$ cat src/rtl/cam_ctrl_pkg.sv
package cam_ctrl_pkg;
  localparam int unsigned CODE_W = 6;

  localparam logic [CODE_W-1:0] C_VALID   = 6'b100000;
  localparam logic [CODE_W-1:0] C_EMPTY   = 6'b100001;
  localparam logic [CODE_W-1:0] C_CLR_HPM = 6'b100010;
  localparam logic [CODE_W-1:0] C_CLR_ALL = 6'b100011;
  localparam logic [CODE_W-1:0] C_INC     = 6'b100100;
  localparam logic [CODE_W-1:0] C_DEC     = 6'b100101;
  localparam logic [CODE_W-1:0] C_LD_PAGE = 6'b111100;
  localparam logic [CODE_W-1:0] C_FULL_HI = 6'b111101;
  localparam logic [CODE_W-1:0] C_RESET   = 6'b111111;

  typedef enum logic [3:0] {
    OP_NONE,
    OP_SET_VALID,
    OP_READ,
    OP_SET_EMPTY,
    OP_CLR_HPM,
    OP_CLR_ALL,
    OP_INC,
    OP_DEC,
    OP_LD_PAGE,
    OP_FULL_HI,
    OP_RESET
  } op_e;
endpackage

$ cat src/rtl/cam_op_dec.sv
module cam_op_dec
  import cam_ctrl_pkg::*;
(
  input  logic [CODE_W-1:0] code_i,
  input  logic              wr_ni,
  input  logic              data_sel_i,
  input  logic              acc_sel_i,
  output op_e               op_o
);
  logic accept;
  assign accept = !data_sel_i && acc_sel_i;

  always_comb begin
    op_o = OP_NONE;
    if (accept) begin
      if (wr_ni) begin
        if (code_i == C_VALID) op_o = OP_READ;
      end else begin
        unique case (code_i)
          C_VALID:   op_o = OP_SET_VALID;
          C_EMPTY:   op_o = OP_SET_EMPTY;
          C_CLR_HPM: op_o = OP_CLR_HPM;
          C_CLR_ALL: op_o = OP_CLR_ALL;
          C_INC:     op_o = OP_INC;
          C_DEC:     op_o = OP_DEC;
          C_LD_PAGE: op_o = OP_LD_PAGE;
          C_FULL_HI: op_o = OP_FULL_HI;
          C_RESET:   op_o = OP_RESET;
          default:   op_o = OP_NONE; // reserved: no effect
        endcase
      end
    end
  end

  always_comb begin
    if (!accept) a_r1_gate_none : assert (op_o == OP_NONE);
  end
endmodule

$ cat src/rtl/cam_first_one.sv
module cam_first_one #(
  parameter int unsigned N  = 16,
  parameter int unsigned IW = (N > 1) ? $clog2(N) : 1
) (
  input  logic [N-1:0]  vec_i,
  output logic [IW-1:0] idx_o,
  output logic          hit_o
);
  always_comb begin
    idx_o = '0;
    for (int i = N - 1; i >= 0; i--) begin
      if (vec_i[i]) idx_o = IW'(i);
    end
  end
  assign hit_o = |vec_i;

  // reported index is set and nothing below it is set
  always_comb begin
    if (hit_o) begin
      a_r11_idx_set : assert (vec_i[idx_o]);
      a_r11_lowest  : assert ((vec_i & ((N'(1) << idx_o) - N'(1))) == '0);
    end else begin
      a_r11_none_zero : assert (idx_o == '0);
    end
  end
endmodule

$ cat src/rtl/cam_valid_bank.sv
module cam_valid_bank
  import cam_ctrl_pkg::*;
#(
  parameter int unsigned DEPTH  = 16,
  parameter int unsigned ADDR_W = $clog2(DEPTH)
) (
  input  logic              clk_i,
  input  logic              rst_ni,
  input  op_e               op_i,
  input  logic [ADDR_W-1:0] ar_i,
  input  logic [DEPTH-1:0]  match_i,
  input  logic [ADDR_W-1:0] hpm_idx_i,
  input  logic              hpm_hit_i,
  output logic [DEPTH-1:0]  valid_n_o
);
  logic [DEPTH-1:0] valid_n_q, valid_n_d;

  always_comb begin
    valid_n_d = valid_n_q;
    unique case (op_i)
      OP_SET_VALID: valid_n_d[ar_i] = 1'b0;
      OP_SET_EMPTY: valid_n_d[ar_i] = 1'b1;
      OP_CLR_HPM:   if (hpm_hit_i) valid_n_d[hpm_idx_i] = 1'b1;
      OP_CLR_ALL:   valid_n_d = valid_n_q | match_i;
      OP_RESET:     valid_n_d = '1;
      default:      valid_n_d = valid_n_q;
    endcase
  end

  always_ff @(posedge clk_i or negedge rst_ni) begin
    if (!rst_ni) valid_n_q <= '1;
    else         valid_n_q <= valid_n_d;
  end

  assign valid_n_o = valid_n_q;

  a_r2_set_valid : assert property (@(posedge clk_i) disable iff (!rst_ni)
    op_i == OP_SET_VALID |=> valid_n_q[$past(ar_i)] == 1'b0);
  a_r4_set_empty : assert property (@(posedge clk_i) disable iff (!rst_ni)
    op_i == OP_SET_EMPTY |=> valid_n_q[$past(ar_i)] == 1'b1);
  a_r5_no_match : assert property (@(posedge clk_i) disable iff (!rst_ni)
    (op_i == OP_CLR_HPM && match_i == '0) |=> $stable(valid_n_q));
  a_r5_one_bit : assert property (@(posedge clk_i) disable iff (!rst_ni)
    op_i == OP_CLR_HPM |=> $countones(valid_n_q ^ $past(valid_n_q)) <= 1);
  a_r6_all_match : assert property (@(posedge clk_i) disable iff (!rst_ni)
    op_i == OP_CLR_ALL |=> (valid_n_q == ($past(valid_n_q) | $past(match_i))));
  a_r9_all_empty : assert property (@(posedge clk_i) disable iff (!rst_ni)
    op_i == OP_RESET |=> valid_n_q == '1);
endmodule

$ cat src/rtl/cam_valid_ctrl.sv
module cam_valid_ctrl
  import cam_ctrl_pkg::*;
#(
  parameter int unsigned DEPTH   = 16,
  parameter int unsigned INSTR_W = 12,
  parameter int unsigned DATA_W  = 32,
  parameter int unsigned PAGE_W  = 4,
  localparam int unsigned ADDR_W = $clog2(DEPTH)
) (
  input  logic               clk_i,
  input  logic               rst_ni,
  input  logic [INSTR_W-1:0] instr_i,
  input  logic               wr_ni,
  input  logic               data_sel_i,
  input  logic               acc_sel_i,
  input  logic [DATA_W-1:0]  data_i,
  input  logic [DEPTH-1:0]   match_i,
  output logic [DATA_W-1:0]  rd_data_o,
  output logic [DEPTH-1:0]   valid_n_o,
  output logic [ADDR_W-1:0]  addr_o,
  output logic [PAGE_W-1:0]  page_o,
  output logic               full_no,
  output logic [ADDR_W-1:0]  free_addr_o,
  output logic               none_free_o
);
  localparam logic [ADDR_W-1:0] LAST = ADDR_W'(DEPTH - 1);

  logic unused_hi;
  assign unused_hi = ^{instr_i[INSTR_W-1:CODE_W], data_i[DATA_W-1:PAGE_W]};

  op_e               op;
  logic [ADDR_W-1:0] ar_q, hpm_idx, free_idx;
  logic [PAGE_W-1:0] page_q;
  logic              full_nq, hpm_hit, free_hit;
  logic [DATA_W-1:0] rd_q;
  logic [DEPTH-1:0]  valid_n;

  cam_op_dec u_dec (
    .code_i     (instr_i[CODE_W-1:0]),
    .wr_ni      (wr_ni),
    .data_sel_i (data_sel_i),
    .acc_sel_i  (acc_sel_i),
    .op_o       (op)
  );

  cam_first_one #(.N(DEPTH), .IW(ADDR_W)) u_hpm (
    .vec_i (match_i),
    .idx_o (hpm_idx),
    .hit_o (hpm_hit)
  );

  cam_valid_bank #(.DEPTH(DEPTH), .ADDR_W(ADDR_W)) u_bank (
    .clk_i     (clk_i),
    .rst_ni    (rst_ni),
    .op_i      (op),
    .ar_i      (ar_q),
    .match_i   (match_i),
    .hpm_idx_i (hpm_idx),
    .hpm_hit_i (hpm_hit),
    .valid_n_o (valid_n)
  );

  cam_first_one #(.N(DEPTH), .IW(ADDR_W)) u_free (
    .vec_i (valid_n),
    .idx_o (free_idx),
    .hit_o (free_hit)
  );

  always_ff @(posedge clk_i or negedge rst_ni) begin
    if (!rst_ni) begin
      ar_q    <= '0;
      page_q  <= '0;
      full_nq <= 1'b1;
      rd_q    <= '0;
    end else begin
      unique case (op)
        OP_INC:     ar_q <= (ar_q == LAST) ? '0 : ar_q + 1'b1;
        OP_DEC:     ar_q <= (ar_q == '0) ? LAST : ar_q - 1'b1;
        OP_LD_PAGE: begin
          page_q  <= data_i[PAGE_W-1:0];
          full_nq <= 1'b0;
        end
        OP_FULL_HI: full_nq <= 1'b1;
        OP_READ:    rd_q <= {{(DATA_W-1){1'b0}}, valid_n[ar_q]};
        OP_RESET: begin
          ar_q    <= '0;
          page_q  <= '0;
          full_nq <= 1'b1;
          rd_q    <= '0;
        end
        default: ;
      endcase
    end
  end

  assign rd_data_o   = rd_q;
  assign valid_n_o   = valid_n;
  assign addr_o      = ar_q;
  assign page_o      = page_q;
  assign full_no     = full_nq;
  assign free_addr_o = free_idx;
  assign none_free_o = !free_hit;

  a_r1_ignored : assert property (@(posedge clk_i) disable iff (!rst_ni)
    (data_sel_i || !acc_sel_i) |=> ($stable(valid_n) && $stable(ar_q) && $stable(page_q)
                                    && $stable(full_nq) && $stable(rd_q)));
  a_r10_no_effect : assert property (@(posedge clk_i) disable iff (!rst_ni)
    op == OP_NONE |=> ($stable(valid_n) && $stable(ar_q) && $stable(page_q) && $stable(full_nq)));
  a_r3_read_data : assert property (@(posedge clk_i) disable iff (!rst_ni)
    op == OP_READ |=> (rd_q[DATA_W-1:1] == '0 && rd_q[0] == $past(valid_n[ar_q]) && $stable(valid_n)));
  a_r7_inc : assert property (@(posedge clk_i) disable iff (!rst_ni)
    op == OP_INC |=> ar_q == (($past(ar_q) == LAST) ? '0 : $past(ar_q) + 1'b1));
  a_r7_dec : assert property (@(posedge clk_i) disable iff (!rst_ni)
    op == OP_DEC |=> ar_q == (($past(ar_q) == '0) ? LAST : $past(ar_q) - 1'b1));
  a_r8_page : assert property (@(posedge clk_i) disable iff (!rst_ni)
    op == OP_LD_PAGE |=> (!full_nq && page_q == $past(data_i[PAGE_W-1:0])));
  a_r8_full_hi : assert property (@(posedge clk_i) disable iff (!rst_ni)
    op == OP_FULL_HI |=> full_nq);
  a_r9_reset_cmd : assert property (@(posedge clk_i) disable iff (!rst_ni)
    op == OP_RESET |=> (ar_q == '0 && page_q == '0 && full_nq && rd_q == '0));
endmodule

$ cat config.mk
export PLATFORM = sky130hd
export DESIGN_NAME = cam_valid_ctrl
export DESIGN_NICKNAME = d
export VERILOG_FILES = /design/src/rtl/cam_ctrl_pkg.sv /design/src/rtl/cam_op_dec.sv /design/src/rtl/cam_first_one.sv /design/src/rtl/cam_valid_bank.sv /design/src/rtl/cam_valid_ctrl.sv
export SDC_FILE = /design/constraint.sdc
export NUM_CORES = 1
export LEC_CHECK = 0
export CAP_MARGIN = 25
export CORE_MARGIN = 4
export CORE_UTILIZATION = 45
export CTS_CLUSTER_SIZE = 10
export DETAILED_ROUTE_END_ITERATION = 16
export PLACE_DENSITY = 0.87
export SETUP_SLACK_MARGIN = 0.02
export SLEW_MARGIN = 15
export SYNTH_ARGS = -nofsm -noshare
export SYNTH_HDL_FRONTEND = slang
export SYNTH_SLANG_ARGS = --single-unit
$ cat constraint.sdc
create_clock -name clk_i -period 2.9 [get_ports clk_i]
set_input_delay 0.435 -clock clk_i [delete_from_list [all_inputs] [get_ports clk_i]]
set_output_delay 0.435 -clock clk_i [all_outputs]
set_load 0.02 [all_outputs]
==> results of run 1 <==
-- registers in the layout (all words and copies together), names as in the netlist --
| name | count |
|---|---|
| rd_data_o | 1 |
| addr_o | 4 |
| u_bank.valid_n_o | 16 |
| full_no | 1 |
| page_o | 4 |
-- routing by layer --
metal  GRT usage, %  up-vias
met4           6.47        0
met2           35.0      169
met5              0        -
li1               -     1356
met1           28.4     1357
met3           1.84       16
-- power breakdown --
| group | switching [mW] | internal [mW] |
|---|---|---|
| logic | 0.225 | 0.201 |
| clock network | 0.112 | 0.121 |
| registers | 0.0295 | 0.398 |
-- worst max path at each step --
| stage | cells past startpoint | endpoint | slack [ns] | from |
|---|---|---|---|---|
| 6_report | 8 | free_addr_o[0] | 0.15 | u_bank.valid_n_o[15] |
| 5_1_grt | 8 | free_addr_o[0] | 0.04 | u_bank.valid_n_o[15] |
| 4_1_cts | 8 | free_addr_o[1] | 0.14 | u_bank.valid_n_o[14] |
| 3_5_place_dp | 8 | u_bank.valid_n_o[1] | -0.01 | acc_sel_i |
| 3_3_place_gp | 8 | u_bank.valid_n_o[6] | -0.07 | instr_i[2] |
| 2_1_floorplan | 7 | u_bank.valid_n_o[0] | 0.52 | instr_i[3] |
-- cells by family (layout without fill, tap and decap cells) --
logic type	after synthesis	count (layout)	synth area share (%)
AOI/OAI and AO/OA	101	101	27.7
buffers and inverters	57	102	12.6
adders and majority gates	4	4	1.88
muxes	6	6	4.60
other	1	31	0.141
DFF	26	26	25.2
and+or+nand+nor	134	134	27.5
xor gates and xnor gates	1	1	0.329
-- repair_timing --
action	4_1_cts	5_1_grt
hold buffers	0	0
endpoints found under the setup margin	0	1
gates resized for setup	0	1
buffers inserted	0	0
-- Yosys cell counts, drive strengths merged, types with 3 or more instances --
cell	number	share of area (%)
a211oi	7	2.0
a21oi	18	3.4
a221oi	5	1.6
a22o	19	6.2
a31oi	5	1.2
and2	5	1.2
and3	7	1.6
buf	36	9.6
clkbuf	12	1.7
dfrtp	9	8.5
dfstp	17	17
ha	4	1.9
inv	9	1.3
mux4	5	4.2
nand2	13	1.8
nand2b	6	1.4
nand3	25	4.7
nand4	4	0.94
nor2	34	4.8
nor2b	6	1.4
nor3	8	1.5
nor4	11	3.1
o2111ai	4	1.3
o21ai	22	4.1
o21bai	3	1.3
-- layout make-up --
| class | count | area, um2 | share of cell area, % |
|---|---|---|---|
| clock buffer | 4 | 55.1 | 1.60 |
| inverter | 9 | 33.8 | 0.980 |
| sequential | 26 | 672 | 19.5 |
| tap | 72 | 90.1 | 2.61 |
| multi-input combinational | 277 | 1780 | 51.5 |
| timing repair buffer | 89 | 821 | 23.8 |
-- cells in the final DEF, fill, tap and decap left out, types with 7 or more instances in the layout --
cell type	instances
and3_1	7
a211oi_1	7
conb_1	31
dfstp_2	17
o21ai_0	22
nor2_1	34
a22o_1	19
clkdlybuf4s50_1	60
a21oi_1	18
nor3_1	8
buf_4	27
inv_1	9
dfrtp_1	9
nor4_1	9
nand3_1	25
nand2_1	13
-- metrics by stage --
step,power [mW],cells,hold WS [ns],util [%],setup slack (ns)
floorplan,0.686,360,0.139,-,0.520
global placement,0.847,472,0.470,60.4,-0.0742
detailed placement,0.861,473,0.484,60.5,-0.0117
CTS,1.09,477,0.509,61.4,0.143
global route,1.13,477,0.543,61.5,0.0418
finish,1.09,477,0.509,61.5,0.153
==> summary.txt, run 1 <==
STA
  • Slew @ Worst Pin: 0.638 ns
  • Max Clock Freq: 0.364 GHz
  • Min Tclk post-route: 2.75 ns
  • Clk_skew: 0.00815 ns
  • Slew HR: 57.4%
  • Final period utilization: 94.7%
  • RSZ-0062 raised after global routing: false
  • Setup violations, final: 0
  • Final hold vios: 0
  • Max Slew Vio Count: 0
  • Setup TNS: 0 ns

Critical path
  • CP Buf/Inv Count: 1
  • Crit path top cell by count: a21oi_1
  • CP Max Fanout: 6
  • Critical Path Max Stage Delay: 0.61 ns
  • Worst EP arrival: 2.31 ns
  • Critical path class: flop to output port
  • CP required: 2.47 ns
  • Worst setup EP type: output port
  • Reg2reg end: u_bank.valid_n_o[4]
  • CP cell instances: nor2b_1 -> o21bai_1 -> a21oi_1 -> o21ai_0 -> a21oi_1 -> o21bai_1 -> a21oi_1 -> clkdlybuf4s50_1
  • Slowest cell on the critical path: clkdlybuf4s50_1
  • R2r worst-path depth: 6
  • CP top delay family: compound AO/OA/AOI/OAI gates
  • Worst r2r src: addr_o[0]
  • Startpoint Class: flop
  • Register-to-register setup slack: 0.78 ns

Route
  • Met3 WL post-DR: 609 um
  • DR iter-0 viols: 307
  • WL/cell: 16.3 um
  • DRT Pass-1 Iters: 6
  • Max layer used: met4
  • Wl on met1: 3.23 mm
  • Final ANT Viol Nets: 0
  • Detailed-route wire length: 7.77 mm
  • Via count: 2898
  • Met2 routed WL: 3.77 mm
  • Vias/cell: 6.08
  • Remaining DRCs: 0

Cells and area
  • Layout area overhead: 29.4%
  • Share of cells above drive strength 1: 15.1%
  • Final instance area: 3450 um2
  • Nets: 475
  • Fillers: 499
  • Diode count: 0

Logic synthesis
  • Async SR Flop Fraction: 100%
  • Register area share after synthesis: 25.2%
  • Synth cell types: 59
  • Ys Warns: 0
  • Mapped Area: 2670 um2
  • Most used DFF post-synth: dfstp_2
  • EDFF count, synth: 0
  • #FFs+latches synth: 26
  • Avg Cell Area, Syn: 8.08 um2
  • Cells after Synth: 330

Floorplan
  • Core ar.: 5610 um2
  • Die width: 85.0 um
  • # rows: 27
  • # IOs: 127
  • Initial Util: 47.5%
  • Die span in y: 85.0 um
  • Die area: 7220 um2

Clock tree
  • TritonCTS Buffers: 3
  • Clock tree sinks: 26
  • Root buffer cell: clkbuf_8
  • Htree depth: 1
  • CTS tree: built
  • CTS clock-pin slew for the worst setup and hold paths: 0.09 ns
  • Skew-Pair Late Insertion Delay: 0.27 ns
  • Clk buf depth: 2

Pwr
  • Leak: 1.30 nW
  • Power Dens Cells: 315 nW/um2
  • Maximum vdd drop: 0.000242 V

GRT
  • Pin count of the biggest net entering global routing: 27
  • Vias in the first global route: 2625
  • Initial antenna violation count: 0
  • First-pass GRT wire length: 12.6 mm
  • GRT Overall Usage: 20.8%
  • Global route overflow: 0

Placement
  • GPL Wtd Cong: 0.932
  • Buffers on Ports: 61
  • Area of placed instances: 3390 um2
  • Post-DP HPWL: 6.10 mm

Min path
  • Worst hold path type: input port to async pin

Outcome
  • Status: completed

Flow run
  • Maxcap violations: 0
Power figures use the tool's default switching activity.
==> run 2, diff against run 1 <==
--- a/config.mk
+++ b/config.mk
@@ -5,12 +5,13 @@
 export SDC_FILE = /design/constraint.sdc
 export NUM_CORES = 1
 export LEC_CHECK = 0
+export ABC_AREA = 1
 export CAP_MARGIN = 25
 export CORE_MARGIN = 4
 export CORE_UTILIZATION = 45
 export CTS_CLUSTER_SIZE = 10
 export DETAILED_ROUTE_END_ITERATION = 16
-export PLACE_DENSITY = 0.87
+export PLACE_DENSITY = 0.86
 export SETUP_SLACK_MARGIN = 0.02
 export SLEW_MARGIN = 15
 export SYNTH_ARGS = -nofsm -noshare
==> run 2 against run 1 <==
Compared with the run above: highest routed layer unchanged; largest cell class unchanged; hold slack got worse by 0.030 ns; register-to-register slack got worse by 0.02 ns; total power decreased by 17%.
==> summary.txt, run 2 <==
Floorplan
  • # rows: 28 (was 27)
  • Die span in y: 87.4 um (was 85.0 um)
  • Die area: 7630 um2 (was 7220 um2)
  • Core ar.: 6030 um2 (was 5610 um2)
  • # IOs: 127 (unchanged)
  • Die width: 87.4 um (was 85.0 um)
  • Initial Util: 47.0% (was 47.5%)

Logic synthesis
  • EDFF count, synth: 0 (unchanged)
  • Avg Cell Area, Syn: 6.17 um2 (was 8.08 um2)
  • Async SR Flop Fraction: 100% (unchanged)
  • #FFs+latches synth: 26 (unchanged)
  • Synth area leader: nand2_1 (was dfstp_2)
  • Mapped Area: 2830 um2 (was 2670 um2)
  • Top post-synthesis cells by area: nand2_1 18%, dfstp_2 16%, buf_4 8.5%, dfrtp_1 7.9%, nand3_1 7.9% (was dfstp_2 17%, buf_4 8.7%, dfrtp_1 8.5%, a22o_1 6.2%, nor2_1 4.8%)
  • Synth cell types: 42 (was 59)
  • Most used DFF post-synth: dfstp_2 (unchanged)
  • Register area share after synthesis: 23.7% (was 25.2%)
  • Synth top area share: 17.7% (was 16.8%)
  • Post-synth top cells: 134 x nand2_1, 51 x inv_1, 47 x nor2_1 (was 34 x nor2_1, 31 x buf_4, 25 x nand3_1)
  • Ys Warns: 0 (unchanged)
  • Top-count cell post-synth: nand2_1 (was nor2_1)
  • Cells after Synth: 459 (was 330)

Clock tree
  • Setup Buffers After CTS: 0 (unchanged)
  • Clock tree sinks: 26 (unchanged)
  • Skew-Pair Late Insertion Delay: 0.27 ns (about the same)
  • Root buffer cell: clkbuf_8 (unchanged)
  • Htree depth: 1 (unchanged)
  • CTS clock-pin slew for the worst setup and hold paths: 0.10 ns (was 0.09 ns)
  • TritonCTS Buffers: 3 (unchanged)
  • Clk buf depth: 2 (unchanged)
  • CTS tree: built (unchanged)

Cells and area
  • Final instance area: 3480 um2 (was 3450 um2)
  • Fillers: 604 (was 499)
  • Nets: 589 (was 475)
  • Layout area overhead: 23.0% (was 29.4%)
  • Largest register FFs: 16 (unchanged)
  • Final Util: 57.8% (was 61.5%)
  • Leading cell types in the layout, fill and taps excluded: 134 x nand2_1, 60 x clkdlybuf4s50_1, 51 x inv_1 (was 60 x clkdlybuf4s50_1, 34 x nor2_1, 31 x conb_1)
  • Share of cells above drive strength 1: 10.4% (was 15.1%)
  • Diode count: 0 (unchanged)
  • Most common cell after layout, fill and taps aside: nand2_1 (was clkdlybuf4s50_1)
  • Finished Layout Cells: 594 (was 477)

Min path
  • Worst hold path type: input port to async pin (unchanged)

Placement
  • Area of placed instances: 3410 um2 (was 3390 um2)
  • Placed Cells incl. Taps: 590 (was 473)
  • GPL Wtd Cong: 0.942 (was 0.932)
  • Buffers on Ports: 61 (unchanged)
  • Post-DP HPWL: 6.28 mm (was 6.10 mm)
  • Dpl ws: 0.213 ns (was -0.0117 ns)

STA
  • Final hold vios: 0 (unchanged)
  • Max Clock Freq: 0.372 GHz (was 0.364 GHz)
  • RSZ-0062 raised after global routing: false (unchanged)
  • Final period utilization: 92.7% (was 94.7%)
  • Min Tclk post-route: 2.69 ns (was 2.75 ns)
  • Hold slack: 0.478 ns (was 0.509 ns)
  • Max Slew Vio Count: 0 (unchanged)
  • Setup violations, final: 0 (unchanged)
  • Clk_skew: 0.0151 ns (was 0.00815 ns)
  • Setup TNS: 0 ns (unchanged)
  • Fin worst setup slack: 0.212 ns (was 0.153 ns)

Critical path
  • Worst setup EP type: output port (unchanged)
  • Slowest cell on the critical path: clkdlybuf4s50_1 (unchanged)
  • CP top delay family: buffers and inverters (was compound AO/OA/AOI/OAI gates)
  • CP Max Fanout: 5 (was 6)
  • Critical path class: flop to output port (unchanged)
  • Worst EP arrival: 2.25 ns (was 2.31 ns)
  • Critical Path Max Stage Delay: 0.64 ns (was 0.61 ns)
  • CP required: 2.47 ns (about the same)
  • Startpoint Class: flop (unchanged)
  • CP Buf/Inv Count: 1 (unchanged)
  • Register-to-register setup slack: 0.76 ns (was 0.78 ns)
  • CP cell instances: nor2_1 -> nor3_1 -> o31ai_1 -> o21ai_0 -> nand3_1 -> a311oi_1 -> clkdlybuf4s50_1 (was nor2b_1 -> o21bai_1 -> a21oi_1 -> o21ai_0 -> a21oi_1 -> o21bai_1 -> a21oi_1 -> clkdlybuf4s50_1)

Route
  • Vias/cell: 5.26 (was 6.08)
  • DRT Pass-1 Iters: 5 (was 6)
  • Final ANT Viol Nets: 0 (unchanged)
  • WL/cell: 13.0 um (was 16.3 um)
  • Detailed-route wire length: 7.75 mm (was 7.77 mm)
  • Remaining DRCs: 0 (unchanged)
  • Via count: 3124 (was 2898)
  • DR iter-0 viols: 228 (was 307)

Pwr
  • Power Dens Cells: 260 nW/um2 (was 315 nW/um2)
  • Maximum vdd drop: 0.000154 V (was 0.000242 V)
  • Leak: 1.67 nW (was 1.30 nW)
  • Overall Power: 0.906 mW (was 1.09 mW)

GRT
  • GRT Overall Usage: 20.5% (was 20.8%)
  • Pin count of the biggest net entering global routing: 17 (was 27)
  • Initial antenna violation count: 0 (unchanged)
  • First-pass GRT wire length: 12.8 mm (was 12.6 mm)
  • Vias in the first global route: 2789 (was 2625)
  • Global route overflow: 0 (unchanged)

Flow run
  • Maxcap violations: 0 (unchanged)

Outcome
  • Status: completed (unchanged)
[run 2: power by group]
group / switching (mW) / internal (mW) / total, mW
sequential: 0.0103 / 0.374 / 0.384
combinational: 0.139 / 0.0878 / 0.227
clock: 0.111 / 0.185 / 0.295
[run 2: worst reg2reg max path, stage by stage (launching register included)]
cell and delay (ns):
dfrtp_1 0.62, inv_1 0.31, ha_1 0.33, inv_1 0.14
nor2_1 0.06, inv_1 0.14, o21ai_0 0.12, a21oi_1 0.12
nand2_1 0.07, nand2_1 0.09, nand2_1 0.06
[run 2: cells by family (layout without fill, tap and decap cells)]
family,Yosys count,count (layout),share of synthesized area (%)
other cells,1,31,0.132
mux,1,1,0.397
fa+ha+maj,4,4,1.77
simple gates,259,259,41.4
compound gates,66,66,13.7
flops,26,26,23.7
buf+inv,99,129,18.0
xor+xnor,3,3,0.927
[run 2: path summary, 6_finish.rpt]
| kind | from | to | cells after the start |
|---|---|---|---|
| max in group asynchronous | rst_ni | u_bank.valid_n_o[12] | 2 |
| min reg2reg | page_o[1] | page_o[1] | 2 |
| max reg2reg | addr_o[0] | u_bank.valid_n_o[0] | 10 |
| min in group clk_i | page_o[1] | page_o[1] | 2 |
| min | rst_ni | rd_data_o[0] | 1 |
| max | u_bank.valid_n_o[15] | free_addr_o[1] | 7 |
[run 2: area by class of cell]
class                      count  area, um2  share of cell area (%)
timing repair buffer          65        656                    18.8
multi-input combinational    364       1760                    50.6
clock buffer                   3       41.3                    1.18
tap                           75       93.8                    2.69
sequential                    26        672                    19.3
inverter                      60        228                    6.54
clock inverter                 1       30.0                   0.862
[run 2: what timing repair did]
action | CTS | global route
hold buffers | 0 | 0
resized for setup | 0 | 1
endpoints found under the setup margin | 0 | 1
[run 2: layer usage]
metal | vias up | share of wire (%) | track usage [%] | routed length, um
met5 | - | 0 | 0 | 0
met4 | 0 | 0.95 | 5.72 | 74
met3 | 8 | 9.3 | 1.80 | 718
met2 | 170 | 47 | 33.7 | 3620
met1 | 1404 | 43 | 28.6 | 3340
li1 | 1542 | - | - | -
